**src/rtl/desc_fetch_pkg.sv**
```systemverilog
package desc_fetch_pkg;
  localparam int unsigned DESC_WORDS = 4;
  localparam int unsigned WORD_BYTES = 4;
  // control word bit positions
  localparam int unsigned CW_INC_SRC = 16;
  localparam int unsigned CW_INC_DST = 17;
  localparam int unsigned CW_SRC_SEL = 18;
  localparam int unsigned CW_DST_SEL = 19;
  localparam int unsigned CW_EOL     = 20;

  typedef enum logic [0:0] {ST_IDLE = 1'b0, ST_FETCH = 1'b1} fetch_st_t;

  typedef struct packed {
    logic inc_src;
    logic inc_dst;
    logic src_sel;
    logic dst_sel;
  } dir_flags_t;
endpackage

```
**src/rtl/desc_fetch_seq.sv**
```systemverilog
module desc_fetch_seq
  import desc_fetch_pkg::*;
#(
  parameter int unsigned NWORD = DESC_WORDS,
  localparam int unsigned IW = $clog2(NWORD)
) (
  input  logic          clk_i,
  input  logic          rst_ni,
  input  logic          launch_i,
  input  logic          rd_valid_i,
  output logic          busy_o,
  output logic [IW-1:0] idx_o,
  output logic          take_o,
  output logic          last_take_o,
  output logic          done_o
);
  fetch_st_t st_q;
  logic [IW-1:0] idx_q;
  logic done_q;

  assign busy_o      = (st_q == ST_FETCH);
  assign idx_o       = idx_q;
  assign take_o      = busy_o && rd_valid_i;
  assign last_take_o = take_o && (idx_q == IW'(NWORD - 1));
  assign done_o      = done_q;

  always_ff @(posedge clk_i or negedge rst_ni) begin
    if (!rst_ni) begin
      st_q   <= ST_IDLE;
      idx_q  <= '0;
      done_q <= 1'b0;
    end else begin
      done_q <= last_take_o;
      unique case (st_q)
        ST_IDLE: if (launch_i) begin
          st_q  <= ST_FETCH;
          idx_q <= '0;
        end
        ST_FETCH: if (take_o) begin
          if (last_take_o) st_q <= ST_IDLE;
          idx_q <= idx_q + 1'b1;
        end
        default: st_q <= ST_IDLE;
      endcase
    end
  end

  a_r7_done_single: assert property (@(posedge clk_i) disable iff (!rst_ni)
    done_o |=> !done_o);
  a_r7_done_idle: assert property (@(posedge clk_i) disable iff (!rst_ni)
    done_o |-> !busy_o);
  a_r2_launch_busy: assert property (@(posedge clk_i) disable iff (!rst_ni)
    (launch_i && !busy_o) |=> (busy_o && idx_o == '0));
endmodule

```
**src/rtl/desc_fetch_regs.sv**
```systemverilog
module desc_fetch_regs
  import desc_fetch_pkg::*;
#(
  parameter int unsigned AW    = 32,
  parameter int unsigned SZW   = 12,
  parameter int unsigned NWORD = DESC_WORDS,
  localparam int unsigned IW = $clog2(NWORD)
) (
  input  logic           clk_i,
  input  logic           rst_ni,
  input  logic           busy_i,
  input  logic           take_i,
  input  logic [IW-1:0]  idx_i,
  input  logic [AW-1:0]  data_i,
  input  logic           ptr_we_i,
  input  logic [AW-1:0]  ptr_wdata_i,
  input  logic           clr_chain_i,
  output logic [AW-1:0]  desc_ptr_o,
  output logic [AW-1:0]  cur_desc_o,
  output logic [AW-1:0]  src_addr_o,
  output logic [AW-1:0]  dst_addr_o,
  output logic [SZW-1:0] tot_size_o,
  output dir_flags_t     flags_o,
  output logic           chain_next_o
);
  logic [NWORD-1:0] wstb;

  for (genvar w = 0; w < NWORD; w++) begin : g_stb
    assign wstb[w] = take_i && (idx_i == IW'(w));
  end

  // word 0: control
  always_ff @(posedge clk_i or negedge rst_ni) begin
    if (!rst_ni) begin
      tot_size_o   <= '0;
      flags_o      <= '0;
      chain_next_o <= 1'b0;
    end else if (wstb[0]) begin
      tot_size_o       <= data_i[SZW-1:0];
      flags_o.inc_src  <= data_i[CW_INC_SRC];
      flags_o.inc_dst  <= data_i[CW_INC_DST];
      flags_o.src_sel  <= data_i[CW_SRC_SEL];
      flags_o.dst_sel  <= data_i[CW_DST_SEL];
      chain_next_o     <= ~data_i[CW_EOL];
    end else if (clr_chain_i) begin
      chain_next_o <= 1'b0;
    end
  end

  // words 1 and 2: addresses
  always_ff @(posedge clk_i or negedge rst_ni) begin
    if (!rst_ni) begin
      src_addr_o <= '0;
      dst_addr_o <= '0;
    end else begin
      if (wstb[1]) src_addr_o <= data_i;
      if (wstb[2]) dst_addr_o <= data_i;
    end
  end

  // word 3: next pointer, remember consumed descriptor
  always_ff @(posedge clk_i or negedge rst_ni) begin
    if (!rst_ni) begin
      desc_ptr_o <= '0;
      cur_desc_o <= '0;
    end else if (wstb[NWORD-1]) begin
      cur_desc_o <= desc_ptr_o;
      desc_ptr_o <= data_i;
    end else if (ptr_we_i && !busy_i) begin
      desc_ptr_o <= ptr_wdata_i;
    end
  end

  a_r9_ptr_hold: assert property (@(posedge clk_i) disable iff (!rst_ni)
    (busy_i && !wstb[NWORD-1]) |=> $stable(desc_ptr_o));
  a_r6_addr_hold: assert property (@(posedge clk_i) disable iff (!rst_ni)
    !take_i |=> ($stable(src_addr_o) && $stable(dst_addr_o)));
  a_r7_cur_update: assert property (@(posedge clk_i) disable iff (!rst_ni)
    wstb[NWORD-1] |=> (cur_desc_o == $past(desc_ptr_o)));
endmodule

```
**src/rtl/desc_fetch.sv**
```systemverilog
module desc_fetch
  import desc_fetch_pkg::*;
#(
  parameter int unsigned AW  = 32,
  parameter int unsigned SZW = 12
) (
  input  logic           clk_i,
  input  logic           rst_ni,
  input  logic           start_i,
  input  logic           desc_en_i,
  input  logic           ptr_we_i,
  input  logic [AW-1:0]  ptr_wdata_i,
  output logic           rd_req_o,
  output logic [AW-1:0]  rd_addr_o,
  input  logic           rd_valid_i,
  input  logic [AW-1:0]  rd_data_i,
  output logic           busy_o,
  output logic           done_o,
  output logic [AW-1:0]  desc_ptr_o,
  output logic [AW-1:0]  cur_desc_o,
  output logic [AW-1:0]  src_addr_o,
  output logic [AW-1:0]  dst_addr_o,
  output logic [SZW-1:0] tot_size_o,
  output logic           inc_src_o,
  output logic           inc_dst_o,
  output logic           src_sel_o,
  output logic           dst_sel_o,
  output logic           chain_next_o
);
  localparam int unsigned NWORD = DESC_WORDS;
  localparam int unsigned IW    = $clog2(NWORD);
  localparam int unsigned SH    = $clog2(WORD_BYTES);

  logic          busy, take, last_take, launch, clr_chain;
  logic [IW-1:0] idx;
  dir_flags_t    flags;

  assign launch    = start_i && desc_en_i && !busy;
  assign clr_chain = start_i && !desc_en_i && !busy;

  desc_fetch_seq #(.NWORD(NWORD)) u_seq (
    .clk_i       (clk_i),
    .rst_ni      (rst_ni),
    .launch_i    (launch),
    .rd_valid_i  (rd_valid_i),
    .busy_o      (busy),
    .idx_o       (idx),
    .take_o      (take),
    .last_take_o (last_take),
    .done_o      (done_o)
  );

  desc_fetch_regs #(.AW(AW), .SZW(SZW), .NWORD(NWORD)) u_regs (
    .clk_i        (clk_i),
    .rst_ni       (rst_ni),
    .busy_i       (busy),
    .take_i       (take),
    .idx_i        (idx),
    .data_i       (rd_data_i),
    .ptr_we_i     (ptr_we_i),
    .ptr_wdata_i  (ptr_wdata_i),
    .clr_chain_i  (clr_chain),
    .desc_ptr_o   (desc_ptr_o),
    .cur_desc_o   (cur_desc_o),
    .src_addr_o   (src_addr_o),
    .dst_addr_o   (dst_addr_o),
    .tot_size_o   (tot_size_o),
    .flags_o      (flags),
    .chain_next_o (chain_next_o)
  );

  assign busy_o    = busy;
  assign rd_req_o  = busy;
  assign rd_addr_o = desc_ptr_o + (AW'(idx) << SH);
  assign inc_src_o = flags.inc_src;
  assign inc_dst_o = flags.inc_dst;
  assign src_sel_o = flags.src_sel;
  assign dst_sel_o = flags.dst_sel;

  a_r3_req_hold: assert property (@(posedge clk_i) disable iff (!rst_ni)
    (rd_req_o && !rd_valid_i) |=> (rd_req_o && $stable(rd_addr_o)));
  a_r8_no_fetch: assert property (@(posedge clk_i) disable iff (!rst_ni)
    (!busy_o && !(start_i && desc_en_i)) |=> !rd_req_o);
  a_r8_chain_clear: assert property (@(posedge clk_i) disable iff (!rst_ni)
    (!busy_o && start_i && !desc_en_i) |=> !chain_next_o);
  a_r2_last_ends: assert property (@(posedge clk_i) disable iff (!rst_ni)
    last_take |=> (!busy_o && done_o));
endmodule

```
**config.mk**
```make
export PLATFORM = sky130hd
export DESIGN_NAME = desc_fetch
export DESIGN_NICKNAME = d
export VERILOG_FILES = /design/src/rtl/desc_fetch_pkg.sv /design/src/rtl/desc_fetch_seq.sv /design/src/rtl/desc_fetch_regs.sv /design/src/rtl/desc_fetch.sv
export SDC_FILE = /design/constraint.sdc
export NUM_CORES = 1
export LEC_CHECK = 0
export BUFFER_PORTS_ARGS = -buffer_cell sky130_fd_sc_hd__buf_4
export CAP_MARGIN = 10
export CELL_PAD_IN_SITES_DETAIL_PLACEMENT = 1
export CELL_PAD_IN_SITES_GLOBAL_PLACEMENT = 1
export CORE_UTILIZATION = 34
export CTS_CLUSTER_SIZE = 40
export DETAILED_ROUTE_END_ITERATION = 10
export GPL_ROUTABILITY_DRIVEN = 0
export HOLD_SLACK_MARGIN = 0.08
export PLACE_DENSITY = 0.8
export SYNTH_ARGS = -nofsm -noshare
export SYNTH_HDL_FRONTEND = slang
export SYNTH_HIERARCHICAL = 1
export SYNTH_SLANG_ARGS = --single-unit
```
**constraint.sdc**
```tcl
create_clock -name clk_i -period 1.7 [get_ports clk_i]
set_input_delay 0.085 -clock clk_i [delete_from_list [all_inputs] [get_ports clk_i]]
set_output_delay 0.085 -clock clk_i [all_outputs]
set_load 0.005 [all_outputs]
```
* Yosys cells after proc, flatten, opt, wreduce, memory -nomap -nowiden
Cells that the tools add are included.
** Cells by class
- Add/sub/neg operators :: 2
- Eq/ne operators :: 5
- Multiplexer cells :: 11
- Bitwise operators :: 2
- Reduce and logical (&&, ||, !) cells :: 16
** Operators by type and width (count)
- 32-bit two-way mux :: 2
- 32-bit by 4-bit adder with 32-bit output :: 1
- 1-bit logical AND :: 10
- 1-bit two-way mux :: 5
- 2-bit equality test, second input constant :: 2
- 2-bit two-way mux :: 2
- 2-bit case mux with 2 select lines :: 1
- 2-bit nonzero test :: 2
- 2-bit by 1-bit adder with 2-bit output, second input constant :: 1
- 2-bit by 1-bit equality test with 1-bit output, second input constant :: 1
- 1-bit logical NOT :: 2
- 2-bit logical NOT :: 1
- 2-bit by 1-bit inequality test with 1-bit output, second input constant :: 1
- 2-bit inequality test, second input constant :: 1
- 1-bit NOT :: 2
- 1-bit case mux with 2 select lines :: 1
- 2-bit AND reduction :: 1
** Storage, ports and cells
- Register bits after elaboration :: 149
- Output and inout port bits :: 180
- Word-level logic and storage cells :: 49

* Depth between registers and ports, before layout
Gate-level depths: netlist (run 1).
- Depth in word-level cells :: 5
- Gate-level depth with buffers :: 7

* By module
The synthesis (run 1) kept the hierarchy.
** By module, submodules not included
- desc_fetch_regs :: instances 1, cells an instance 382, area an instance 5686.7 µm²
- desc_fetch :: instances 1, cells an instance 82, area an instance 614.3 µm²
- desc_fetch_seq :: instances 1, cells an instance 14, area an instance 178.9 µm²

* Worst setup path before layout (run 1)
No wires, ideal clock.
- Path type :: flip-flop to output port
- Start point :: reg u_seq.idx_q[0] (netlist: u_seq/idx_o[0])
- End point :: out rd_addr_o[16]
- Data arrival time :: 1787 ps
- Required time :: 1615 ps
- Setup slack :: -172 ps
- Stages on the path, launching flop included :: 7
- Buffers on the path :: 0
- Cell sequence :: dfrtp_1 -> ha_1 -> fa_1 -> nand4_1 -> nor3_1 -> nand4_1 -> xnor2_1
** On the way
- Longest elaborated chain between the ends :: 1
** RTL lines
- from (decl) :: line desc_fetch_seq.sv:18 : logic [IW-1:0] idx_q;
- from (signal assigned) :: line desc_fetch_seq.sv:41 : idx_q <= idx_q + 1'b1;
- 32-bit by 4-bit adder with 32-bit output :: line desc_fetch.sv:74 : assign rd_addr_o = desc_ptr_o + (AW'(idx) << SH);
- to (decl) :: line desc_fetch.sv:14 : output logic [AW-1:0] rd_addr_o,
No other way between the ends.

* Final worst setup path (run 1)
- Start point :: reg u_regs.desc_ptr_o[18]
- End point :: out rd_addr_o[28]
** On the way
- Longest elaborated chain between the ends :: 1
** RTL lines
- from (decl) :: line desc_fetch_regs.sv:18 : output logic [AW-1:0] desc_ptr_o,
- from (signal assigned) :: line desc_fetch_regs.sv:68 : desc_ptr_o <= data_i;
- from (signal assigned) :: line desc_fetch_regs.sv:70 : desc_ptr_o <= ptr_wdata_i;
- 32-bit by 4-bit adder with 32-bit output :: line desc_fetch.sv:74
No other way between the ends.

==> results of run 1 <==
-- flip-flops by register name, indices dropped and copies added, names as in the netlist --
name / flops
u_regs/cur_desc_o: 32
u_regs/desc_ptr_o: 32
u_regs/dst_addr_o: 32
u_regs/src_addr_o: 32
u_regs/tot_size_o: 12
u_regs/flags_o: 4
u_seq/idx_o: 2
u_regs/chain_next_o: 1
u_seq/busy_o: 1
u_seq/done_o: 1
-- power by group --
group          switching (mW)  internal, mW  total [mW]  leakage, nW
clock                    1.55          2.33        3.87        0.289
combinational            4.04          5.62        9.66         3.02
sequential               1.35          5.36        6.71         1.79
total                    6.94          13.3        20.2         5.09
-- critical path: stages (launching register included) --
cell     delay [ns]
dfrtp_1        0.35
and4_1         0.35
and4_1         0.56
nand4_1        0.23
xnor2_1        0.24
buf_4          0.15
-- area by class of cell --
class / count / area share (%)
clock buffers: 22 / 4.56
inverters: 1 / 0.0354
diodes: 1 / 0.0236
repair buffers: 375 / 29.4
flip-flops and latches: 149 / 35.2
multi-input cells: 302 / 26.9
well taps: 234 / 2.76
clock inverters: 10 / 1.12
-- repair_timing --
| action | CTS | global route |
|---|---|---|
| setup endpoints to repair | 29 | 30 |
| gates resized for setup | 30 | 18 |
| buffers inserted | 8 | 5 |
| pin swaps | 22 | 18 |
| endpoints found under the hold margin | 266 | 0 |
| hold buffers | 67 | 0 |
-- layout by cell type (no fill, tap or decap), types with 2 or more instances in the layout --
cell type / count
a21o_1: 2
and3_1: 2
and4_1: 4
buf_12: 8
buf_4: 289
buf_6: 11
bufinv_16: 2
clkbuf_16: 17
clkbuf_8: 4
clkinv_2: 2
clkinvlp_4: 3
dfrtp_1: 146
dfrtp_2: 3
dlygate4sd3_1: 67
ha_4: 2
inv_6: 2
mux2_1: 10
mux2_2: 103
mux2i_1: 33
nand2_1: 35
nand2_2: 3
nand3_1: 4
nand3_2: 3
nand3_4: 4
nand3b_1: 2
nand4_1: 9
nor2_1: 3
nor2_4: 2
nor3b_1: 2
o21ai_0: 32
xnor2_1: 11
xnor2_2: 10
xor2_1: 5
xor2_2: 2
-- Yosys cell counts (all sizes together) --
cell | number | area (um2)
a21o | 2 | 15.0
a22o | 1 | 8.76
and2 | 2 | 13.8
and3 | 4 | 26.3
and3b | 1 | 8.76
and4 | 4 | 35.0
buf | 24 | 154
clkbuf | 2 | 7.51
dfrtp | 149 | 3730
fa | 1 | 20.0
ha | 3 | 37.5
inv | 1 | 3.75
mux2 | 113 | 1270
mux2i | 33 | 330
nand2 | 39 | 146
nand2b | 3 | 18.8
nand3 | 11 | 55.1
nand3b | 2 | 15.0
nand4 | 10 | 77.6
nor2 | 6 | 22.5
nor3 | 1 | 5.00
nor3b | 3 | 33.8
nor4 | 1 | 6.26
nor4b | 1 | 23.8
o21ai | 32 | 160
xnor2 | 22 | 193
xor2 | 7 | 61.3
-- cells by family after synthesis --
group | count (synthesis) | share of synthesized area [%]
flip-flops | 149 | 57.5
multiplexers | 146 | 24.7
AND/OR/NAND/NOR | 88 | 7.53
AO/OA/AOI/OAI | 35 | 2.84
XOR/XNOR | 29 | 3.92
buffers and inverters | 27 | 2.55
adder cells (fa/ha/maj) | 4 | 0.888
-- how the worst max path moves through the flow --
stage | end | slack (ns)
after detailed placement | rd_addr_o[28] | -0.30
after global routing | rd_addr_o[31] | -0.78
final | rd_addr_o[28] | -0.69
after global placement | rd_addr_o[22] | -0.23
after CTS | rd_addr_o[28] | -0.67
after floorplan | rd_addr_o[20] | -0.05
-- per-stage QoR --
step	instances	setup slack, ns
6_report	1094	-0.687
5_1_grt	1094	-0.780
4_1_cts	1088	-0.675
3_5_place_dp	982	-0.304
3_3_place_gp	982	-0.227
2_1_floorplan	478	-0.0542
-- routing by layer --
metal | share of wire (%) | vias to the layer above
met5 | 0 | -
met2 | 53 | 199
li1 | - | 2419
met1 | 38 | 2805
met4 | 5.7 | 0
met3 | 3.5 | 82
==> metrics.md, run 1 <==
| Metric | Value |
|---|---|
| Cell area after placement | 0.00897 mm2 |
| Clock root buffer | clkbuf_16 |
| Final #Nets | 920 |
| Worst r2r dst | u_regs/cur_desc_o[8] |
| Tot Pwr | 20.2 mW |
| Critical path class | flip-flop to primary output |
| Post-layout util | 56.7% |
| Post-synthesis cell count | 478 |
| Worst hold endpoint | u_regs/chain_next_o |
| HP Class | input port to flip-flop |
| I/O pin cnt | 250 |
| DR vias/cell | 5.03 |
| Clk sinks | 149 |
| FF-to-FF path depth | 4 |
| Clock Tree Buf Depth | 2 |
| Inserted Clock Buffers | 17 |
| Mean routed wirelength per cell | 22.5 um |
| Slew at the pin with the worst max-slew slack | 0.506 ns |
| CP Data Required Time | 1.62 ns |
| Final Hold Viols | 0 |
| Final WS setup | -0.687 ns |
| CP Max Fanout | 9 |
| Min-delay src | start_i |
| Post-Syn Area | 0.00648 mm2 |
| IO buf count | 249 |
| DIE AREA | 0.0196 mm2 |
| Leak | 5.09 nW |
| R2R setup slack | 0.05 ns |
| Final worst path period need | 2.39 ns |
| Routed vias | 5505 |
| H-tree levels | 4 |
| Cell Rows | 50 |
| Arrival time of the worst setup path | 2.30 ns |
| Worst-Skew Late Latency | 0.42 ns |
| Tcrit/Tclk final | 140% |
| DRC | 0 |
| Setup TNS | -14.84 ns |
| Drt total wl | 24.6 mm |
| Netlist cell types | 34 |
| Nature of the critical path startpoint | flip-flop |
| Die Span X | 140 um |
| Register area | 0.00373 mm2 |
| Met3 global-route usage | 4.92% |
| Fmax | 419 MHz |
| Status | complete, but fails checks |
| M1 GR Usage | 28.2% |
| Die height | 140 um |
| Slew margin rel. | 66.2% |
| Worst hold slack | 0.128 ns |
| Final instance area | 0.0106 mm2 |
| Failing checks | setup timing |
| Final setup viols | 29 |
| First-pass GRT wire length | 37.5 mm |
| GR Util met2 | 45.8% |
| TritonCTS clock tree | built |
| Dpl hpwl | 15.8 mm |
| Pin count of the biggest net entering global routing | 59 |
| PwrDens | 1910 mW/mm2 |
| Area growth syn-to-layout | 63.8% |
| Post-synthesis area per instance | 13.6 um2 |
| Initial DRC count | 159 |
| Number of max-cap violations | 0 |
| RSZ-0062 raised after global routing | true |
| Ratio of cells with drive above 1 in the final layout | 56.5% |
| Synth warn | 6 |
| Remaining antenna violation count | 0 |
| Initial cell density of the core | 34.6% |
| Fill cells | 1893 |
| Maximum VDD drop | 924 uV |
| Seq/Total Area, Yosys | 57.5% |
| R2r startpoint | u_seq/idx_o[1] |
| Gr busiest metal | met2 |
| Fin. max-slew vios | 0 |
| CP Launch Point | u_regs/desc_ptr_o[18] |
| Core area | 0.0187 mm2 |
| Area of the multi-input gates | 0.00285 mm2 |
| Initial antenna violation count | 1 |
| Crit. End Element | primary output |
| Clk pin slew, worst setup/hold paths | 0.06 ns |
| Syn_nets | 552 |
| Grt ovf | 0 |
| #FFs+latches synth | 149 |
| Total GRT Usage | 25.7% |
| DRT Pass-1 Iters | 6 |
| Vias in the first global route | 6308 |
| Final Skew | 0.00694 ns |
| Worst Hold Depth | 4 |
No activity file was read; power rests on OpenSTA's default activity.
==> run 2: changes to the inputs <==
--- a/config.mk
+++ b/config.mk
@@ -5,16 +5,17 @@
 export SDC_FILE = /design/constraint.sdc
 export NUM_CORES = 1
 export LEC_CHECK = 0
+export ABC_AREA = 1
 export BUFFER_PORTS_ARGS = -buffer_cell sky130_fd_sc_hd__buf_4
 export CAP_MARGIN = 10
 export CELL_PAD_IN_SITES_DETAIL_PLACEMENT = 1
 export CELL_PAD_IN_SITES_GLOBAL_PLACEMENT = 1
-export CORE_UTILIZATION = 34
+export CORE_UTILIZATION = 33
 export CTS_CLUSTER_SIZE = 40
 export DETAILED_ROUTE_END_ITERATION = 10
 export GPL_ROUTABILITY_DRIVEN = 0
 export HOLD_SLACK_MARGIN = 0.08
-export PLACE_DENSITY = 0.8
+export PLACE_DENSITY = 0.82
 export SYNTH_ARGS = -nofsm -noshare
 export SYNTH_HDL_FRONTEND = slang
 export SYNTH_HIERARCHICAL = 1
==> run 2 against run 1 <==
  * The run still ends with setup timing left
  * Critical path depth increased by 2
  * Sequential share of layout area fell by 1.6 points
  * Die area increased by 15%
  * Via count grew 39%
  * Setup slack better by 0.26 ns
  * Clock-buffer cell count is 4 lower
==> metrics.md, run 2 <==
| Metric | Value |
|---|---|
| DR vias/cell | 5.04 |
| Critical path class | flip-flop to primary output |
| DRC | 0 |
| Post-Syn Area | 0.00725 mm2 |
| Mean routed wirelength per cell | 19.1 um |
| DRT Pass-1 Iters | 4 |
| Tot Pwr | 19.8 mW |
| H-tree levels | 4 |
| Initial antenna violation count | 5 |
| Syn_nets | 968 |
| Worst-Skew Late Latency | 0.42 ns |
| Post-synthesis area per instance | 8.11 um2 |
| Clock root buffer | clkbuf_16 |
| Top FF cell, synth | dfrtp_1 |
| Post-synthesis cell count | 894 |
| Commonest cells after routing, fill and taps aside | nand2_1 (292), buf_4 (276), dfrtp_1 (138) |
| Failing checks | setup timing |
| I/O pin cnt | 250 |
| #FFs+latches synth | 149 |
| Ratio of cells with drive above 1 in the final layout | 32.5% |
| Fmax | 469 MHz |
| Nature of the critical path startpoint | flip-flop |
| Initial cell density of the core | 34.1% |
| CP Data Required Time | 1.62 ns |
| Netlist cell types | 28 |
| Vias in the first global route | 8062 |
| Clock Tree Buf Depth | 2 |
| Final Skew | 0.0108 ns |
| Final worst path period need | 2.13 ns |
| Synth warn | 6 |
| Final #Nets | 1300 |
| Total GRT Usage | 25.8% |
| Finished Layout Cells | 1519 |
| Clk sinks | 149 |
| HP Class | input port to asynchronous set/reset pin |
| Post-layout util | 52.4% |
| Slew at the pin with the worst max-slew slack | 0.447 ns |
| Area growth syn-to-layout | 53.8% |
| Final WS setup | -0.431 ns |
| Drt total wl | 29.0 mm |
| Routed vias | 7658 |
| IO buf count | 249 |
| Synth area leader | dfrtp_1 |
| PwrDens | 1780 mW/mm2 |
| Core area | 0.0213 mm2 |
| Arrival time of the worst setup path | 2.05 ns |
| Grt ovf | 0 |
| Die height | 150 um |
| TritonCTS clock tree | built |
| Number of max-cap violations | 0 |
| Initial DRC count | 352 |
| CP Max Fanout | 4 |
| Remaining antenna violation count | 0 |
| Dpl hpwl | 19.1 mm |
| RSZ-0062 raised after global routing | true |
| Pin count of the biggest net entering global routing | 56 |
| Top cells by area, synth | dfrtp_1 (51%), nand2_1 (16%), nand3_1 (5.0%) |
| Slew margin rel. | 70.2% |
| Commonest non-fill, non-tap cell in the layout | nand2_1 |
| Most frequent cell after synthesis | nand2_1 |
| First-pass GRT wire length | 44.4 mm |
| Seq/Total Area, Yosys | 51.4% |
| Final setup viols | 29 |
| Tcrit/Tclk final | 125% |
| Leak | 5.79 nW |
| Post-synth top area share | 51.4% |
| Inserted Clock Buffers | 17 |
| Post-synth EDFFs | 0 |
| Async set-reset flop share out of synthesis | 100% |
| Crit. End Element | primary output |
| Top post-synthesis cells by count | nand2_1 (303), dfrtp_1 (149), inv_1 (80) |
| Dpl cells | 1403 |
| Clk pin slew, worst setup/hold paths | 0.07 ns |
| Status | complete, but fails checks |
| Cell Rows | 53 |
| Final Hold Viols | 0 |
| Maximum VDD drop | 692 uV |
| Die Span X | 150 um |
| DIE AREA | 0.0226 mm2 |
| Fin. max-slew vios | 0 |
==> run 2: path summary, 6_finish.rpt <==
kind                                        from               endpoint  slack, ns  cells past startpoint
hold / removal                            rst_ni  u_regs/cur_desc_o[10]       0.14                      2
hold reg to reg            u_regs/src_addr_o[14]  u_regs/src_addr_o[14]       0.49                      2
setup reg to reg                  u_seq/idx_o[1]  u_regs/tot_size_o[10]       0.11                      8
max in group asynchronous                 rst_ni  u_regs/src_addr_o[18]       0.91                      3
setup / recovery                  u_seq/idx_o[0]          rd_addr_o[20]      -0.43                      7
min in group clk_i                       start_i    u_regs/chain_next_o       0.17                      5
==> run 2: layer usage <==
metal	wire length, um	vias to the layer above	share of wire (%)	global-route usage, %
met5	0	-	0	0
met4	729	0	2.5	9.90
met3	1770	62	6.1	6.12
met2	14300	265	49	42.9
met1	12300	3802	42	32.4
li1	-	3529	-	-
==> run 2: logic make-up after synthesis <==
| group | after synthesis | share of synthesized area (%) |
|---|---|---|
| adder cells (fa/ha/maj) | 4 | 0.793 |
| buffers and inverters | 137 | 9.09 |
| AND/OR/NAND/NOR | 476 | 28.6 |
| AO/OA/AOI/OAI | 113 | 8.31 |
| flip-flops | 149 | 51.4 |
| XOR/XNOR | 15 | 1.81 |
==> run 2: report_power, final <==
group,internal (mW),switching [mW]
combinational,4.67,4.67
sequential,5.18,1.46
clock,2.13,1.72
total,12.0,7.84
==> run 2: final cells by class <==
cell class	instances	area, um2
clock buffer	18	439
clock inverter	14	154
multi-input combinational	608	3060
sequential	149	3740
inverter	83	314
timing repair buffer	367	3090
fill	2504	10100
antenna	5	12.5
tap	275	344
==> run 2: what timing repair did <==
action | CTS | global route
setup buffers | 5 | 6
pin swaps | 12 | 9
endpoints found under the setup margin | 35 | 51
resized for setup | 36 | 40
hold endpoints to repair | 263 | 0
hold buffers | 68 | 0
==> run 2: per-stage QoR <==
stage | instance area (um2) | TNS [ns] | setup WS, ns | hold slack (ns)
final | 11200 | -9.74 | -0.431 | 0.135
after global placement | 9540 | -0.543 | -0.203 | 0.0246
after global routing | 11200 | -12.20 | -0.502 | 0.161
after detailed placement | 9540 | -0.890 | -0.205 | 0.0237
after floorplan | 7250 | 0 | 0.0334 | -0.211
after CTS | 11000 | -9.37 | -0.412 | 0.130
==> run 2: critical path, cell delays in order (launching register included) <==
cell      delay [ns]
dfrtp_2         0.43
ha_4            0.17
fa_2            0.39
buf_6           0.16
buf_6           0.10
nand3b_1        0.14
nand2_2         0.10
buf_6           0.13
==> run 3: changes to the inputs <==
--- a/config.mk
+++ b/config.mk
@@ -11,11 +11,13 @@
 export CELL_PAD_IN_SITES_DETAIL_PLACEMENT = 1
 export CELL_PAD_IN_SITES_GLOBAL_PLACEMENT = 1
 export CORE_UTILIZATION = 33
+export CTS_BUF_LIST = sky130_fd_sc_hd__clkbuf_8 sky130_fd_sc_hd__clkbuf_16
 export CTS_CLUSTER_SIZE = 40
 export DETAILED_ROUTE_END_ITERATION = 10
 export GPL_ROUTABILITY_DRIVEN = 0
 export HOLD_SLACK_MARGIN = 0.08
 export PLACE_DENSITY = 0.82
+export REMOVE_ABC_BUFFERS = 1
 export SYNTH_ARGS = -nofsm -noshare
 export SYNTH_HDL_FRONTEND = slang
 export SYNTH_HIERARCHICAL = 1
==> run 3 against run 2 <==
  * The flow still finishes with violations (setup timing)
  * Sequential share of layout area is 0.28 points lower
  * Clock-buffer cell count unchanged
  * Power increased by 2.5%
  * Wire length about the same
  * Critical path depth grew 1
  * Design area is 0.71% higher
  * Hold slack improved by 0.011 ns
  * Largest power group unchanged
  * Combinational power up 5.0%
  * Clock power up 1%
  * Via count shrank 0.17%
  * Sequential power about the same
==> metrics.md, run 3 (same netlist as run 2, synthesis figures left out) <==
| Metric | Value |
|---|---|
| Status | complete, but fails checks |
| Failing checks | setup timing |
| DR vias/cell | 5.00 |
| Vias in the first global route | 8272 |
| Fin. max-slew vios | 0 |
| RSZ-0062 raised after global routing | true |
| Min-delay src | ptr_we_i |
| Maximum VDD drop | 693 uV |
| Ratio of cells with drive above 1 in the final layout | 32.2% |
| Die height | 150 um |
| PwrDens | 1810 mW/mm2 |
| Crit path cell chain | ha_4, fa_2, nand3_4, buf_6, nor2_4, nand3_2, xnor2_2, buf_4 |
| Slew at the pin with the worst max-slew slack | 0.713 ns |
| Final #Nets | 1314 |
| Fmax | 464 MHz |
| Grt ovf | 0 |
| Routed vias | 7645 |
| Fill cells | 2480 |
| Pin count of the biggest net entering global routing | 67 |
| Initial cell density of the core | 34.1% |
| Critical path class | flip-flop to primary output |
| DRT Pass-1 Iters | 6 |
| Clock root buffer | clkbuf_16 |
| Antenna Cells | 0 |
| Die Span X | 150 um |
| R2r startpoint | u_seq/idx_o[0] |
| Final Hold Viols | 0 |
| Clock Tree Buf Depth | 2 |
| CP max stage delay | 0.40 ns |
| Slew margin rel. | 52.3% |
| Worst r2r dst | u_regs/desc_ptr_o[3] |
| Total GRT Usage | 26.4% |
| DIE AREA | 0.0226 mm2 |
| Cell Rows | 53 |
| Number of max-cap violations | 0 |
| Critical Path Slowest Stage Cell | dfrtp_1 |
| Leak | 5.85 nW |
| Tcrit/Tclk final | 127% |
| I/O pin cnt | 250 |
| Area of the multi-input gates | 0.00305 mm2 |
| DRC | 0 |
| Crit. End Element | primary output |
| Area growth syn-to-layout | 54.9% |
| Worst hold endpoint | u_regs/desc_ptr_o[17] |
| Final setup viols | 88 |
| R2R setup slack | -0.17 ns |
| Commonest cells after routing, fill and taps aside | nand2_1 (292), buf_4 (292), dfrtp_1 (142) |
| Initial DRC count | 353 |
| Register area | 0.00374 mm2 |
| Worst Hold Depth | 5 |
| Dpl hpwl | 19.6 mm |
| First-pass GRT wire length | 45.9 mm |
| Final Skew | 0.0107 ns |
| Nature of the critical path startpoint | flip-flop |
| HP Class | input port to flip-flop |
| Worst-Skew Late Latency | 0.42 ns |
| Pre-CTS setup slack | -0.145 ns |
| Mean routed wirelength per cell | 19.0 um |
| Core area | 0.0213 mm2 |
| Drt total wl | 29.0 mm |
| Clk sinks | 149 |
| Inserted Clock Buffers | 17 |
| CP Data Required Time | 1.62 ns |
| CP Max Fanout | 3 |
| Arrival time of the worst setup path | 2.07 ns |
| Final WS setup | -0.454 ns |
| Final worst path period need | 2.15 ns |
| H-tree levels | 4 |
| FF-to-FF path depth | 6 |
| Post-layout util | 52.8% |
| TritonCTS clock tree | built |
| Remaining antenna violation count | 0 |
| IO buf count | 249 |
| Initial antenna violation count | 0 |
| Clk pin slew, worst setup/hold paths | 0.07 ns |
-- run 3: metal layers --
layer	vias up	part of all wire [%]	global-route usage, %
met5	-	0	0
met4	0	2.4	9.09
met3	51	5.2	5.27
met2	245	51	45.3
met1	3806	42	33.0
li1	3543	-	-
-- run 3: how the worst max path moves through the flow --
stage                         startpoint                     to  slack (ns)
finish              u_regs/desc_ptr_o[2]          rd_addr_o[16]       -0.45
global route        u_regs/desc_ptr_o[3]          rd_addr_o[12]       -0.56
CTS                       u_seq/idx_o[0]          rd_addr_o[24]       -0.43
detailed placement  u_regs/desc_ptr_o[2]          rd_addr_o[26]       -0.14
global placement          u_seq/idx_o[0]          rd_addr_o[26]       -0.11
floorplan                 u_seq/idx_o[1]  u_regs/cur_desc_o[10]       -1.56
-- run 3: repair_timing --
| action | 4_1_cts | 5_1_grt |
|---|---|---|
| endpoints found under the setup margin | 46 | 100 |
| hold endpoints to repair | 266 | 0 |
| hold buffers | 69 | 0 |
| resized for setup | 35 | 22 |
| buffers inserted | 8 | 3 |
| pin swaps | 8 | 10 |
-- run 3: final cells by class --
class	instances	area share [%]
clock inverter	14	1.43
timing repair buffer	381	28.4
clock buffer	18	3.91
inverter	83	2.80
sequential	149	33.3
multi-input combinational	608	27.1
tap	275	3.06
-- run 3: per-stage QoR --
step | TNS [ns] | instances | total power, mW | instance area (um2) | hold slack [ns]
global route | -20.74 | 1528 | 21.6 | 11200 | 0.174
CTS | -11.31 | 1527 | 20.1 | 11100 | 0.126
finish | -13.33 | 1528 | 20.3 | 11200 | 0.146
global placement | -0.349 | 1418 | 15.1 | 9650 | -0.0593
floorplan | -120.52 | 840 | 9.68 | 6910 | -0.211
detailed placement | -0.649 | 1418 | 15.6 | 9650 | -0.0596
-- run 3: report_power, final --
group          leakage, nW  total, mW  internal (mW)  switching (mW)
sequential            1.86       6.61           5.17            1.43
clock                0.285       3.90           2.34            1.57
combinational         3.70       9.81           4.82            4.99
total                 5.85       20.3           12.3            7.99
-- run 3: worst max-delay path, delay by kind of cell (launching register included) --
family,cells,cell delay [ns]
DFF,1,0.40
adders and majority gates,2,0.40
and+or+nand+nor,3,0.31
buffers and inverters,2,0.30
xor gates and xnor gates,1,0.23
